## src/rtl/hole_remap_pkg.sv

```systemverilog
// Package: shared types and helpers for the hole-remap decoder.
// Assumes the window start is expressed in quarters of the boundary.
package hole_remap_pkg;

    // Result class of one decoded address.
    typedef enum logic [1:0] {
        RGN_UNMAP = 2'd0,
        RGN_DRAM  = 2'd1,
        RGN_MMIO  = 2'd2
    } region_e;

    // Converts a window code into the number of boundary quarters below the window.
    function automatic logic [1:0] start_quarters(input logic [1:0] code);
        return (code == 2'd0) ? 2'd2 : code;
    endfunction

endpackage

```

## src/rtl/hole_window.sv

```systemverilog
// hole_window: converts the window code into the window start address.
// Assumes the window ends at 2^BOUND_LOG2 and starts on a quarter of it.
module hole_window
    import hole_remap_pkg::*;
#(
    parameter int ADDR_W     = 40,
    parameter int BOUND_LOG2 = 32
) (
    input  logic [1:0]      hole_sel,
    output logic [ADDR_W:0] hole_start
);
    localparam int QLOG2 = BOUND_LOG2 - 2;

    // Scale the quarter count to a byte address.
    always_comb begin
        hole_start = (ADDR_W + 1)'(start_quarters(hole_sel)) << QLOG2;
    end
endmodule

```

## src/rtl/region_map.sv

```systemverilog
// region_map: classifies an address as DRAM, MMIO or unmapped and computes
// the DRAM address, applying the reclaim offset above the boundary.
// Assumes hole_start < boundary; DRAM address is zero unless class is DRAM.
module region_map
    import hole_remap_pkg::*;
#(
    parameter int ADDR_W     = 40,
    parameter int BOUND_LOG2 = 32,
    parameter int MEM_W      = 11
) (
    input  logic [ADDR_W-1:0] addr,
    input  logic [ADDR_W:0]   hole_start,
    input  logic [MEM_W-1:0]  mem_units,
    output region_e           region,
    output logic [ADDR_W-1:0] dram_addr
);
    localparam int W1    = ADDR_W + 1;
    localparam int QLOG2 = BOUND_LOG2 - 2;
    localparam logic [W1-1:0] BOUND = {{(W1-1){1'b0}}, 1'b1} << BOUND_LOG2;

    logic [W1-1:0] a_ext;
    logic [W1-1:0] mem_bytes;
    logic [W1-1:0] reclaim_len;
    logic [W1-1:0] above_off;
    logic [W1-1:0] remapped;
    logic          reclaim_on;

    // Derive extended operands and the reclaim window length.
    always_comb begin
        a_ext       = {1'b0, addr};
        mem_bytes   = W1'(mem_units) << QLOG2;
        reclaim_on  = mem_bytes > hole_start;
        reclaim_len = reclaim_on ? (mem_bytes - hole_start) : '0;
        above_off   = a_ext - BOUND;
        remapped    = above_off + hole_start;
    end

    // Choose the region and the DRAM address for it.
    always_comb begin
        region    = RGN_UNMAP;
        dram_addr = '0;
        if (a_ext < hole_start) begin
            if (a_ext < mem_bytes) begin
                region    = RGN_DRAM;
                dram_addr = addr;
            end
        end else if (a_ext < BOUND) begin
            region = RGN_MMIO;
        end else if (reclaim_on && (above_off < reclaim_len)) begin
            region    = RGN_DRAM;
            dram_addr = remapped[ADDR_W-1:0];
        end
    end
endmodule

```

## src/rtl/line_interleave.sv

```systemverilog
// line_interleave: splits a DRAM address into branch, rank and line index.
// Assumes lines of 2^LINE_LOG2 bytes; branch bits sit just above the byte
// offset, rank bits above those, and the rest forms the line index.
module line_interleave #(
    parameter int ADDR_W      = 40,
    parameter int LINE_LOG2   = 6,
    parameter int BRANCH_BITS = 1,
    parameter int RANK_BITS   = 2,
    localparam int LINE_IDX_W = ADDR_W - LINE_LOG2 - BRANCH_BITS - RANK_BITS
) (
    input  logic [ADDR_W-1:0]      dram_addr,
    output logic [BRANCH_BITS-1:0] branch,
    output logic [RANK_BITS-1:0]   rank,
    output logic [LINE_IDX_W-1:0]  line_idx
);
    localparam int BR_LSB   = LINE_LOG2;
    localparam int RK_LSB   = LINE_LOG2 + BRANCH_BITS;
    localparam int LINE_LSB = RK_LSB + RANK_BITS;

    logic unused_offset;

    // Byte offset within a line does not select any resource.
    assign unused_offset = ^dram_addr[LINE_LOG2-1:0];

    // Slice each interleave field bit by bit.
    for (genvar i = 0; i < BRANCH_BITS; i++) begin : g_branch
        assign branch[i] = dram_addr[BR_LSB + i];
    end
    for (genvar i = 0; i < RANK_BITS; i++) begin : g_rank
        assign rank[i] = dram_addr[RK_LSB + i];
    end
    assign line_idx = dram_addr[ADDR_W-1:LINE_LSB];
endmodule

```

## src/rtl/hole_remap_decoder.sv

```systemverilog
// hole_remap_decoder: top level. Decodes a physical address through the MMIO
// window, reclaim remap and branch/rank interleave, with one register stage.
// Assumes hole_sel and mem_units are stable while addresses are presented.
module hole_remap_decoder
    import hole_remap_pkg::*;
#(
    parameter int ADDR_W      = 40,
    parameter int BOUND_LOG2  = 32,
    parameter int LINE_LOG2   = 6,
    parameter int BRANCH_BITS = 1,
    parameter int RANK_BITS   = 2,
    localparam int MEM_W      = ADDR_W - BOUND_LOG2 + 3,
    localparam int LINE_IDX_W = ADDR_W - LINE_LOG2 - BRANCH_BITS - RANK_BITS
) (
    input  logic                   clk,
    input  logic                   rst_n,
    input  logic                   in_valid,
    input  logic [ADDR_W-1:0]      in_addr,
    input  logic [1:0]             hole_sel,
    input  logic [MEM_W-1:0]       mem_units,
    output logic                   out_valid,
    output logic                   dram_hit,
    output logic                   mmio_hit,
    output logic                   unmapped,
    output logic [BRANCH_BITS-1:0] out_branch,
    output logic [RANK_BITS-1:0]   out_rank,
    output logic [LINE_IDX_W-1:0]  out_line
);
    localparam int QLOG2 = BOUND_LOG2 - 2;
    localparam logic [ADDR_W:0] BOUND = {{ADDR_W{1'b0}}, 1'b1} << BOUND_LOG2;

    logic [ADDR_W:0]        hole_start;
    region_e                region;
    logic [ADDR_W-1:0]      dram_addr;
    logic [BRANCH_BITS-1:0] nx_branch;
    logic [RANK_BITS-1:0]   nx_rank;
    logic [LINE_IDX_W-1:0]  nx_line;

    hole_window #(.ADDR_W(ADDR_W), .BOUND_LOG2(BOUND_LOG2)) u_window (
        .hole_sel  (hole_sel),
        .hole_start(hole_start)
    );

    region_map #(.ADDR_W(ADDR_W), .BOUND_LOG2(BOUND_LOG2), .MEM_W(MEM_W)) u_region (
        .addr      (in_addr),
        .hole_start(hole_start),
        .mem_units (mem_units),
        .region    (region),
        .dram_addr (dram_addr)
    );

    line_interleave #(
        .ADDR_W(ADDR_W), .LINE_LOG2(LINE_LOG2),
        .BRANCH_BITS(BRANCH_BITS), .RANK_BITS(RANK_BITS)
    ) u_split (
        .dram_addr(dram_addr),
        .branch   (nx_branch),
        .rank     (nx_rank),
        .line_idx (nx_line)
    );

    // Output stage: capture the decode on a valid strobe, else go quiet.
    always_ff @(posedge clk) begin
        if (!rst_n || !in_valid) begin
            out_valid  <= 1'b0;
            dram_hit   <= 1'b0;
            mmio_hit   <= 1'b0;
            unmapped   <= 1'b0;
            out_branch <= '0;
            out_rank   <= '0;
            out_line   <= '0;
        end else begin
            out_valid  <= 1'b1;
            dram_hit   <= (region == RGN_DRAM);
            mmio_hit   <= (region == RGN_MMIO);
            unmapped   <= (region == RGN_UNMAP);
            out_branch <= nx_branch;
            out_rank   <= nx_rank;
            out_line   <= nx_line;
        end
    end

    // result strobe tracks the input strobe one cycle later.
    a_r8_valid_rise: assert property (@(posedge clk) disable iff (!rst_n)
        in_valid |=> out_valid);
    a_r8_valid_fall: assert property (@(posedge clk) disable iff (!rst_n)
        !in_valid |=> !out_valid);
    // a valid result carries exactly one class flag.
    a_r8_one_flag: assert property (@(posedge clk) disable iff (!rst_n)
        out_valid |-> ($countones({dram_hit, mmio_hit, unmapped}) == 1));
    // idle cycles drive nothing.
    a_r9_idle_quiet: assert property (@(posedge clk) disable iff (!rst_n)
        !out_valid |-> (!dram_hit && !mmio_hit && !unmapped &&
                        out_branch == '0 && out_rank == '0 && out_line == '0));
    // fields stay zero without a DRAM hit.
    a_r7_fields_zero: assert property (@(posedge clk) disable iff (!rst_n)
        !dram_hit |-> (out_branch == '0 && out_rank == '0 && out_line == '0));
    // any strobed address inside the window is an MMIO hit next cycle.
    a_r1_window_mmio: assert property (@(posedge clk) disable iff (!rst_n)
        (in_valid && {1'b0, in_addr} >= hole_start && {1'b0, in_addr} < BOUND)
        |=> mmio_hit);
    // without reclaim, everything above the boundary is unmapped.
    a_r5_no_reclaim: assert property (@(posedge clk) disable iff (!rst_n)
        (in_valid && {1'b0, in_addr} >= BOUND &&
         ((ADDR_W + 1)'(mem_units) << QLOG2) <= hole_start)
        |=> unmapped);
endmodule

```

## config.mk

```make
export PLATFORM = sky130hd
export DESIGN_NAME = hole_remap_decoder
export DESIGN_NICKNAME = d
export VERILOG_FILES = /design/src/rtl/hole_remap_pkg.sv /design/src/rtl/hole_window.sv /design/src/rtl/region_map.sv /design/src/rtl/line_interleave.sv /design/src/rtl/hole_remap_decoder.sv
export SDC_FILE = /design/constraint.sdc
export NUM_CORES = 1
export LEC_CHECK = 0
export BUFFER_PORTS_ARGS = -buffer_cell sky130_fd_sc_hd__buf_2
export CAP_MARGIN = 20
export CORE_MARGIN = 3
export CORE_UTILIZATION = 35
export DETAILED_ROUTE_END_ITERATION = 10
export PLACE_DENSITY_LB_ADDON = 0.15
export SLEW_MARGIN = 10
export SYNTH_ARGS = -nofsm -noshare
export SYNTH_HDL_FRONTEND = slang
export SYNTH_SLANG_ARGS = --single-unit
```

## constraint.sdc

```tcl
create_clock -name clk -period 6.85 [get_ports clk]
set_input_delay 1.37 -clock clk [delete_from_list [all_inputs] [get_ports clk]]
set_output_delay 1.37 -clock clk [all_outputs]
set_load 0.005 [all_outputs]
```

==> results of run 1 <==
## state kept, by name (all words and copies together) (netlist names)
name,cells
dram_hit,1
mmio_hit,1
out_branch,1
out_line,31
out_rank,2
out_valid,1
unmapped,1
## worst max-delay path by stage
stage | startpoint | endpoint | slack (ps)
2_1_floorplan | hole_sel[1] | out_line[27] | 2920
3_3_place_gp | hole_sel[0] | out_line[27] | 2180
3_5_place_dp | hole_sel[0] | out_line[23] | 2140
4_1_cts | hole_sel[0] | out_line[27] | 2440
5_1_grt | hole_sel[0] | out_line[27] | 2160
6_report | hole_sel[0] | out_line[27] | 2480
## synthesized netlist by cell type, types with 2 or more instances
cell and n:
a2111oi_2 2, a211oi_1 3, a21oi_1 10, and3_1 25, buf_6 2, clkbuf_1 3
dfxtp_1 38, ha_1 26, inv_1 23, nand2_1 20, nand3_1 3, nand4_1 4
nor2_1 22, nor3_1 6, nor3b_1 3, nor4_1 2, o211ai_1 2, o21a_1 2
o21ai_0 9, o31ai_1 2, or4_4 2, xnor2_1 17, xor2_1 2
## logic make-up (layout without fill, tap and decap cells)
| kind of cell | count (synthesis) | count (layout) |
|---|---|---|
| compound gates | 37 | 37 |
| xor+xnor | 19 | 19 |
| fa+ha+maj | 27 | 27 |
| buf+inv | 29 | 119 |
| flops | 38 | 38 |
| simple gates | 98 | 98 |
## area by class of cell
| class | count | share of cell area (%) |
|---|---|---|
| Clock buffer | 5 | 2.44 |
| Clock inverter | 3 | 2.44 |
| Multi-Input combinational cell | 181 | 46.1 |
| Inverter | 24 | 3.20 |
| Sequential cell | 38 | 27.0 |
| Tap cell | 75 | 3.33 |
| Timing Repair Buffer | 87 | 15.5 |
## report_power, final
| part | switching, mW | internal, mW |
|---|---|---|
| registers | 0.00213 | 0.231 |
| clock network | 0.0785 | 0.146 |
| logic | 0.0612 | 0.0521 |
| total | 0.142 | 0.429 |
## through the flow
stage                     util, %  power [mW]  hold WS (ps)
final                        47.0       0.571          1300
after floorplan                 -       0.310          1480
after global routing         47.0       0.605          1290
after detailed placement     44.7       0.353          1600
after CTS                    47.0       0.579          1290
after global placement       44.7       0.351          1590
## per-layer routing
layer	GRT usage [%]	wire (um)	vias up
li1	-	-	1035
met1	18.8	2440	819
met2	23.4	2170	74
met3	2.62	393	9
met4	6.62	141	0
met5	0	0	-
## cell usage in the layout (no fill, tap or decap), drive strengths merged, types with 2 or more instances in the layout
cell / count
a21o: 2
buf: 87
nand4: 4
clkbuf: 5
nand2: 21
o21a: 2
nand3: 3
a2111oi: 2
ha: 26
dfxtp: 38
xor2: 2
a211oi: 4
and3: 26
nor3: 6
o211ai: 2
nand2b: 2
a21oi: 10
nor4: 2
nor2: 22
xnor2: 17
or4: 3
bufinv: 2
o21ai: 10
o31ai: 2
inv: 24
nor3b: 3
==> summary.md, run 1 <==
| Metric | Value |
|---|---|
| Netlist cell types | 43 |
| FF+latch area | 761 um2 |
| GRT overflow | 0 |
| Multi-input logic area | 1300 um2 |
| Core Box Area | 5990 um2 |
| Initial DRC count | 41 |
| DIE AREA | 7220 um2 |
| Cell row count | 28 |
| Final Cycle Share | 63.7% |
| Critical path type | in2reg |
| WP depth | 13 |
| Vias | 1937 |
| Crit path max-delay family | compound AO/OA/AOI/OAI gates |
| DRT Pass-1 Iters | 4 |
| Number of global-route vias before repair | 1851 |
| Syn nets | 331 |
| Post-CTS Resized | 0 |
| Register area share after synthesis | 34.9% |
| Critical Path RT | 7050 ps |
| Final hold violation count | 0 |
| Clock root cell | clkbuf_8 |
| Post-synthesis register bit count | 38 |
| XOR/XNOR Fraction of Synth Area | 7.63% |
| Worst setup EP type | flip-flop |
| Slew headroom | 55.5% |
| Adder-Cell Fraction of Synth Area | 15.8% |
| Hold endpoint | out_line[1] |
| Post-Synth Simple-Gate Area | 24.3% |
| Post-synthesis mux area share | 0% |
| Yosys top cell area share | 34.9% |
| H-tree lvl count | 2 |
| Die width | 85.0 um |
| Final net count | 420 |
| First-pass GRT wire length | 8580 um |
| Initial Util | 36.4% |
| I/O Buffers | 87 |
| Cell type with the largest total area after synthesis | dfxtp_1 |
| TritonCTS sink count | 38 |
| Worst VDD drop | 0.134 mV |
| Hold_buf cts | 0 |
| Largest net degree at the start of global routing | 30 |
| DRT antenna net count | 0 |
| Fraction of layout cells with a size suffix above 1 | 31.7% |
| Minimum clock period | 4370 ps |
| CP max FO | 10 |
| Pre-CTS WS | 2140 ps |
| Status | complete, no violations |
| Placed insts | 405 |
| Post-route cell area | 2820 um2 |
| Mapped Cells | 248 |
| Top cells by area, synth | dfxtp_1 35%, ha_1 15%, and3_1 7.2% |
| Gr usage total | 14.5% |
| Vias/cell | 4.69 |
| Crit path buffers/inverters | 1 |
| Critical Path AT | 4570 ps |
| Slowest CP cell | a2111oi_2 |
| Commonest register cell after synthesis | dfxtp_1 |
| Pwr Density | 203 nW/um2 |
| Largest family of logic cells by synthesized area | simple AND/OR/NAND/NOR gates |
| Type of origin of the critical path | input port |
| HP Class | in2reg |
| Dpl cell area | 2680 um2 |
| DRC Markers | 0 |
| Average wire per standard cell | 12.5 um |
| Count of final setup violators | 0 |
| Number of flops mapped to enable cells by yosys | 0 |
| Lkg Pwr | 1.49 nW |
| ANT cells | 0 |
| RSZ-0062 raised after global routing | false |
| Cts bufs inserted | 5 |
| Ys async rst share | 0% |
| Max Root-Sink Buffers | 2 |
| Final std cells w/o fill | 413 |
| Hold wc startpoint | in_addr[10] |
| CTS tree | yes |
| Compound-Gate Fraction of Synth Area | 11.7% |
| Synthesized area | 2180 um2 |
| Peak Freq | 229 MHz |
| CP cell instances | buf_2 -> ha_1 -> nor2_1 -> a2111oi_2 -> nand2_2 -> nand2_1 -> ha_1 -> o21a_1 -> o21ai_0 -> a21oi_1 -> o31ai_1 -> nand3_1 -> nor3b_1 |
| Worst Max-Slew Pin Slew | 667 ps |
| Clk slew on worst S/H paths | 80 ps |
| Hold path depth | 2 |
| Fillers | 598 |
| Antenna violations before repair | 0 |
| Io pins | 94 |
| TNS Setup | 0 ps |
| Area delta synth->final | 29.0% |
| CP max stage delay | 620 ps |
| Syn. warnings | 0 |
| Worst setup margin | 2480 ps |
| Synth Area per Inst | 8.80 um2 |
| Gpl congestion | 0.803 |
| Slew Limit Fails | 0 |
| Critical path's most frequent cell | ha_1 |
| Post CTS Setup Buffer Count | 0 |
| Post-DP HPWL | 4310 um |
| Routed Wire Length | 5150 um |
| Die H | 85.0 um |
| Max cap viols | 0 |
Note: power is estimated with default switching activity, not from simulation.
==> run 2, diff against run 1 <==
- clock period: 6.85 -> 4.1 ns (I/O delays scaled with it)
==> run 2 against run 1 <==
  * Via count increased by 3.0%
  * Sequential cell count unchanged
  * Critical path type unchanged
  * Cell count increased by 0.97%
  * Critical endpoint is now out_line[20]
  * Highest routed layer unchanged
  * Routed wire length increased by 1.4%
==> summary.md, run 2 (synthesized netlist as in run 1, its figures left out) <==
| Metric | Value |
|---|---|
| Lkg Pwr | 1.51 nW (was 1.49 nW) |
| Critical Path RT | 4330 ps (was 7050 ps) |
| Top reg by flops | out_line (unchanged) |
| Die H | 85.0 um (unchanged) |
| Post CTS Setup Buffer Count | 0 (unchanged) |
| Largest net degree at the start of global routing | 30 (unchanged) |
| Gpl congestion | 0.783 (was 0.803) |
| Fillers | 608 (was 598) |
| Initial DRC count | 49 (was 41) |
| Sw power | 0.226 mW (was 0.142 mW) |
| Pwr Total | 0.898 mW (was 0.571 mW) |
| Final Cycle Share | 84.1% |
| Placed insts | 410 (was 405) |
| Pwr Density | 318 nW/um2 (was 203 nW/um2) |
| Type of origin of the critical path | input port (unchanged) |
| H-tree lvl count | 2 (unchanged) |
| Leading cell type in the layout, fill and taps excluded | buf_2 (unchanged) |
| Most frequent cells in the layout | 87 x buf_2, 38 x dfxtp_1, 26 x ha_1 (unchanged) |
| Gr usage total | 15.0% (was 14.5%) |
| Final net count | 425 (was 420) |
| Clk slew on worst S/H paths | 70 ps (was 80 ps) |
| Final std cells w/o fill | 417 (was 413) |
| Hold_buf cts | 0 (unchanged) |
| P_int | 0.672 mW (was 0.429 mW) |
| ANT cells | 0 (unchanged) |
| Cts bufs inserted | 5 (unchanged) |
| DIE AREA | 7220 um2 (unchanged) |
| Max cap viols | 0 (unchanged) |
| Die width | 85.0 um (unchanged) |
| Most Crowded Layer GR | met2 (unchanged) |
| Slew headroom | 55.1% (was 55.5%) |
| Met1 Use GR | 18.6% (was 18.8%) |
| Core Box Area | 5990 um2 (unchanged) |
| Antenna violations before repair | 0 (unchanged) |
| Vias/cell | 4.78 (was 4.69) |
| Max Root-Sink Buffers | 2 (unchanged) |
| Slew Limit Fails | 0 (unchanged) |
| HP Class | in2reg (unchanged) |
| Hold wc startpoint | in_addr[6] (was in_addr[10]) |
| Clock root cell | clkbuf_8 (unchanged) |
| Initial Util | 36.4% (unchanged) |
| Routed Wire Length | 5220 um (was 5150 um) |
| Post-DP HPWL | 4410 um (was 4310 um) |
| Minimum clock period | 3450 ps |
| Io pins | 94 (unchanged) |
| Average wire per standard cell | 12.5 um (about the same) |
| Count of final setup violators | 0 (unchanged) |
| Met3 global-route usage | 3.30% (was 2.62%) |
| Hold_ws | 756 ps (was 1300 ps) |
| Clock power share | 34.8% (was 39.3%) |
| Vias | 1995 (was 1937) |
| Worst Max-Slew Pin Slew | 672 ps (was 667 ps) |
| Critical Path AT | 3670 ps (was 4570 ps) |
| Number of global-route vias before repair | 1936 (was 1851) |
| Fraction of layout cells with a size suffix above 1 | 32.5% (was 31.7%) |
| Hold path depth | 2 (unchanged) |
| Critical path type | in2reg (unchanged) |
| DRC Markers | 0 (unchanged) |
| First-pass GRT wire length | 8760 um (was 8580 um) |
| Worst setup margin | 652 ps (was 2480 ps) |
| Post-CTS Resized | 0 (unchanged) |
| Combinational power share | 21.7% (was 19.8%) |
| Switching share of power | 25.1% (was 24.8%) |
| Status | complete, no violations (unchanged) |
| Met2 GRT Util | 25.1% (was 23.4%) |
| Sequential share of power | 43.5% (was 40.9%) |
| DRT antenna net count | 0 (unchanged) |
| Worst setup EP type | flip-flop (unchanged) |
| Area delta synth->final | 29.6% (was 29.0%) |
| Largest regs | out_line x31, out_rank x2 (unchanged) |
| GRT overflow | 0 (unchanged) |
| CP max FO | 26 (was 10) |
| I/O Buffers | 87 (unchanged) |
| DRT Pass-1 Iters | 4 (unchanged) |
| CTS tree | yes (unchanged) |
| Worst VDD drop | 0.213 mV (was 0.134 mV) |
| Peak Freq | 290 MHz |
| RSZ-0062 raised after global routing | false (unchanged) |
| Cell row count | 28 (unchanged) |
| Max reg flops | 31 (unchanged) |
| TNS Setup | 0 ps (unchanged) |
| Final hold violation count | 0 (unchanged) |
| Hold endpoint | out_branch (was out_line[1]) |
| TritonCTS sink count | 38 (unchanged) |
| Pre-CTS WS | 372 ps (was 2140 ps) |
==> run 2: changes by cell type in the layout (fill, tap and decap cells not counted), sizes merged <==
| cell | before | now |
|---|---|---|
| buf | 87 | 92 |
| clkbuf | 5 | 6 |
| clkinv | 1 | 0 |
| bufinv | 2 | 1 |
==> run 2: power groups by stage <==
| stage | registers (mW) | clock network (mW) | logic, mW |
|---|---|---|---|
| finish | 0.390 | 0.313 | 0.195 |
| global route | 0.392 | 0.338 | 0.224 |
| CTS | 0.391 | 0.323 | 0.197 |
| detailed placement | 0.399 | 0 | 0.196 |
| global placement | 0.399 | 0 | 0.193 |
| floorplan | 0.402 | 0 | 0.115 |
==> run 2: layer usage <==
metal  vias up  part of all wire [%]
met2        65                    46
met5         -                     0
met1       881                    46
li1       1042                     -
met4         0                   1.9
met3         7                   6.6
==> run 2: through the flow <==
| step | instance area (um2) | utilization [%] |
|---|---|---|
| after floorplan | 2180 | - |
| after global placement | 2720 | 45.3 |
| after detailed placement | 2720 | 45.3 |
| after CTS | 2830 | 47.2 |
| after global routing | 2830 | 47.2 |
| final | 2830 | 47.2 |
==> run 2: how the worst max path moves through the flow <==
stage | start | endpoint | slack [ps]
final | hole_sel[1] | out_line[20] | 650
after CTS | hole_sel[1] | out_line[20] | 660
after global routing | hole_sel[1] | out_line[2] | 440
after global placement | hole_sel[1] | out_line[20] | 410
after floorplan | hole_sel[1] | out_line[27] | 720
after detailed placement | hole_sel[1] | out_line[20] | 370
==> run 2: area by class of cell <==
class,instances,area (um2),share of cell area (%)
clock inverters,1,30.0,1.06
repair buffers,92,473,16.7
multi-input cells,181,1300,45.9
well taps,75,93.8,3.32
flip-flops and latches,38,761,26.9
inverters,24,90.1,3.19
clock buffers,6,82.6,2.92
==> run 2: critical path, cell delays in order <==
cell and delay (ps):
buf_2 100, nand2b_2 190, inv_2 140, xnor2_1 80, ha_1 210, or2_2 320
nor2_1 120, xnor2_1 120, nand2_1 70, ha_1 300, a21o_1 200, o31ai_1 370
buf_4 190, a21o_4 240, and3_1 190
==> run 3, diff against run 2 <==
- clock period: 4.1 -> 3.1 ns (I/O delays scaled with it)
==> run 3 against run 2 <==
  * Die area stayed put
  * Sequential cell count stayed put
  * Utilization is 7.5 points higher
  * First-iteration DRC count is 76% higher
  * Non-clock buffer count is 35 higher
  * Combinational power is 67% higher
  * Sequential share of layout area is 3.7 points lower
  * Clock power is 57% higher
  * Routed wire length is 15% higher
  * Critical path depth stayed put
  * Worst hold slack worse by 200 ps
  * Largest power group unchanged
==> summary.md, run 3 (synthesized netlist as in run 1, its figures left out) <==
| Metric | Value |
|---|---|
| Clock root cell | clkbuf_8 (unchanged) |
| Crit path capture | out_rank[0] (was out_line[20]) |
| TNS Setup | 0 ps (unchanged) |
| Worst Setup SP | hole_sel[0] (was hole_sel[1]) |
| CP max FO | 7 (was 26) |
| Post-DP HPWL | 4640 um (was 4410 um) |
| Worst VDD drop | 0.386 mV (was 0.213 mV) |
| Top reg by flops | out_line (unchanged) |
| Final hold violation count | 0 (unchanged) |
| Max cap viols | 0 (unchanged) |
| Final net count | 463 (was 425) |
| Cts bufs inserted | 5 (unchanged) |
| GRT overflow | 0 (unchanged) |
| DRT Pass-1 Iters | 4 (unchanged) |
| Critical Path AT | 3200 ps (was 3670 ps) |
| Initial DRC count | 86 (was 49) |
| Clk slew on worst S/H paths | 80 ps (was 70 ps) |
| Worst setup EP type | flip-flop (unchanged) |
| CP cell instances | buf_2 -> ha_1 -> nor3b_2 -> a2111oi_4 -> buf_4 -> buf_4 -> nor3_1 -> a21oi_1 -> ha_1 -> nand4_1 -> nor2_2 -> o31ai_4 -> buf_6 -> a21o_4 -> and3_1 (was buf_2 -> nand2b_2 -> inv_2 -> xnor2_1 -> ha_1 -> or2_2 -> nor2_1 -> xnor2_1 -> nand2_1 -> ha_1 -> a21o_1 -> o31ai_1 -> buf_4 -> a21o_4 -> and3_1) |
| Die H | 85.0 um (unchanged) |
| Crit path buffers/inverters | 4 (was 3) |
| Status | complete, no violations (unchanged) |
| TritonCTS sink count | 38 (unchanged) |
| I/O Buffers | 87 (unchanged) |
| WP depth | 15 (unchanged) |
| DRT antenna net count | 0 (unchanged) |
| Gpl congestion | 0.911 (was 0.783) |
| H-tree lvl count | 2 (unchanged) |
| Slew Limit Fails | 0 (unchanged) |
| Antenna violations before repair | 0 (unchanged) |
| Initial Util | 36.4% (unchanged) |
| Pwr Density | 407 nW/um2 (was 318 nW/um2) |
| Vias | 2164 (was 1995) |
| DRC Markers | 0 (unchanged) |
| Lkg Pwr | 1.71 nW (was 1.51 nW) |
| Routed Wire Length | 6000 um (was 5220 um) |
| Peak Freq | 331 MHz |
| Number of global-route vias before repair | 1972 (was 1936) |
| Dpl cell area | 2970 um2 (was 2720 um2) |
| Slew headroom | 62.7% (was 55.1%) |
| Core Box Area | 5990 um2 (unchanged) |
| Io pins | 94 (unchanged) |
| Max Root-Sink Buffers | 2 (unchanged) |
| Die width | 85.0 um (unchanged) |
| Area delta synth->final | 50.2% (was 29.6%) |
| Fraction of layout cells with a size suffix above 1 | 43.6% (was 32.5%) |
| Most frequent cells in the layout | 87 x buf_2, 38 x dfxtp_1, 37 x buf_4 (was 87 x buf_2, 38 x dfxtp_1, 26 x ha_1) |
| Util after Layout | 54.7% (was 47.2%) |
| Largest net degree at the start of global routing | 27 (was 30) |
| Average wire per standard cell | 13.2 um (was 12.5 um) |
| Final Cycle Share | 97.4% |
| Slowest CP cell | ha_1 (was o31ai_1) |
| Gr usage total | 15.3% (was 15.0%) |
| DIE AREA | 7220 um2 (unchanged) |
| Cell row count | 28 (unchanged) |
| Max reg flops | 31 (unchanged) |
| CTS tree | yes (unchanged) |
| Crit path max-delay family | simple AND/OR/NAND/NOR gates (unchanged) |
| Vias/cell | 4.75 (was 4.78) |
| HP Class | in2reg (unchanged) |
| Post-route cell area | 3280 um2 (was 2830 um2) |
| Critical Path RT | 3280 ps (was 4330 ps) |
| Count of final setup violators | 0 (unchanged) |
| Largest regs | out_line x31, out_rank x2 (unchanged) |
| Critical path type | in2reg (unchanged) |
| CP max stage delay | 330 ps (was 370 ps) |
| Minimum clock period | 3020 ps |
| Worst Max-Slew Pin Slew | 560 ps (was 672 ps) |
| Hold_buf cts | 0 (unchanged) |
| ANT cells | 0 (unchanged) |
| First-pass GRT wire length | 9000 um (was 8760 um) |
| Type of origin of the critical path | input port (unchanged) |
| Leading cell type in the layout, fill and taps excluded | buf_2 (unchanged) |
run 3: cell count changes in the layout (fill, tap and decap cells not counted), moves of 3 or more:
cell,previous run,this run
buf_4,5,37
buf_6,0,3
nor2_1,22,19
and3_4,1,4
o21ai_0,9,4
and3_1,25,22
o21ai_1,1,5
run 3: worst min path at each step:
stage | start | cells after the start | end
2_1_floorplan | in_addr[30] | 2 | out_line[21]
3_3_place_gp | in_addr[18] | 2 | out_line[9]
3_5_place_dp | in_addr[11] | 2 | out_line[2]
4_1_cts | in_addr[11] | 2 | out_line[2]
5_1_grt | in_addr[14] | 2 | out_line[5]
6_report | in_addr[9] | 2 | out_line[0]
run 3: repair_timing:
action	CTS	global route
pin swaps	1	21
resized for setup	0	30
cloned	0	3
endpoints found under the setup margin	1	36
setup buffers	0	3
run 3: where the power goes:
group	leakage [nW]	internal (mW)	total, mW	switching [mW]
clock	0.0683	0.322	0.492	0.170
sequential	0.311	0.511	0.516	0.00458
combinational	1.33	0.163	0.326	0.164
run 3: per-layer routing:
| metal | up-vias | wire [um] | track usage, % |
|---|---|---|---|
| met5 | - | 0 | 0 |
| met4 | 0 | 53 | 3.88 |
| met3 | 6 | 392 | 3.50 |
| met2 | 73 | 2830 | 25.6 |
| met1 | 961 | 2730 | 19.8 |
| li1 | 1124 | - | - |
run 3: cell type report:
| class | count | area (um2) |
|---|---|---|
| repair buffers | 127 | 747 |
| clock inverters | 3 | 68.8 |
| clock buffers | 5 | 68.8 |
| multi-input cells | 184 | 1450 |
| inverters | 24 | 90.1 |
| well taps | 75 | 93.8 |
| flip-flops and latches | 38 | 761 |
| fillers | 567 | 2710 |
run 3: per-stage QoR:
| step | instances | power [mW] | worst slack, ps | hold slack, ps |
|---|---|---|---|---|
| global route | 456 | 1.41 | -45.3 | 537 |
| global placement | 442 | 0.813 | -276 | 842 |
| floorplan | 248 | 0.687 | 35.0 | 729 |
| detailed placement | 442 | 0.818 | -294 | 847 |
| finish | 456 | 1.33 | 80.2 | 552 |
| CTS | 450 | 1.31 | 12.1 | 543 |
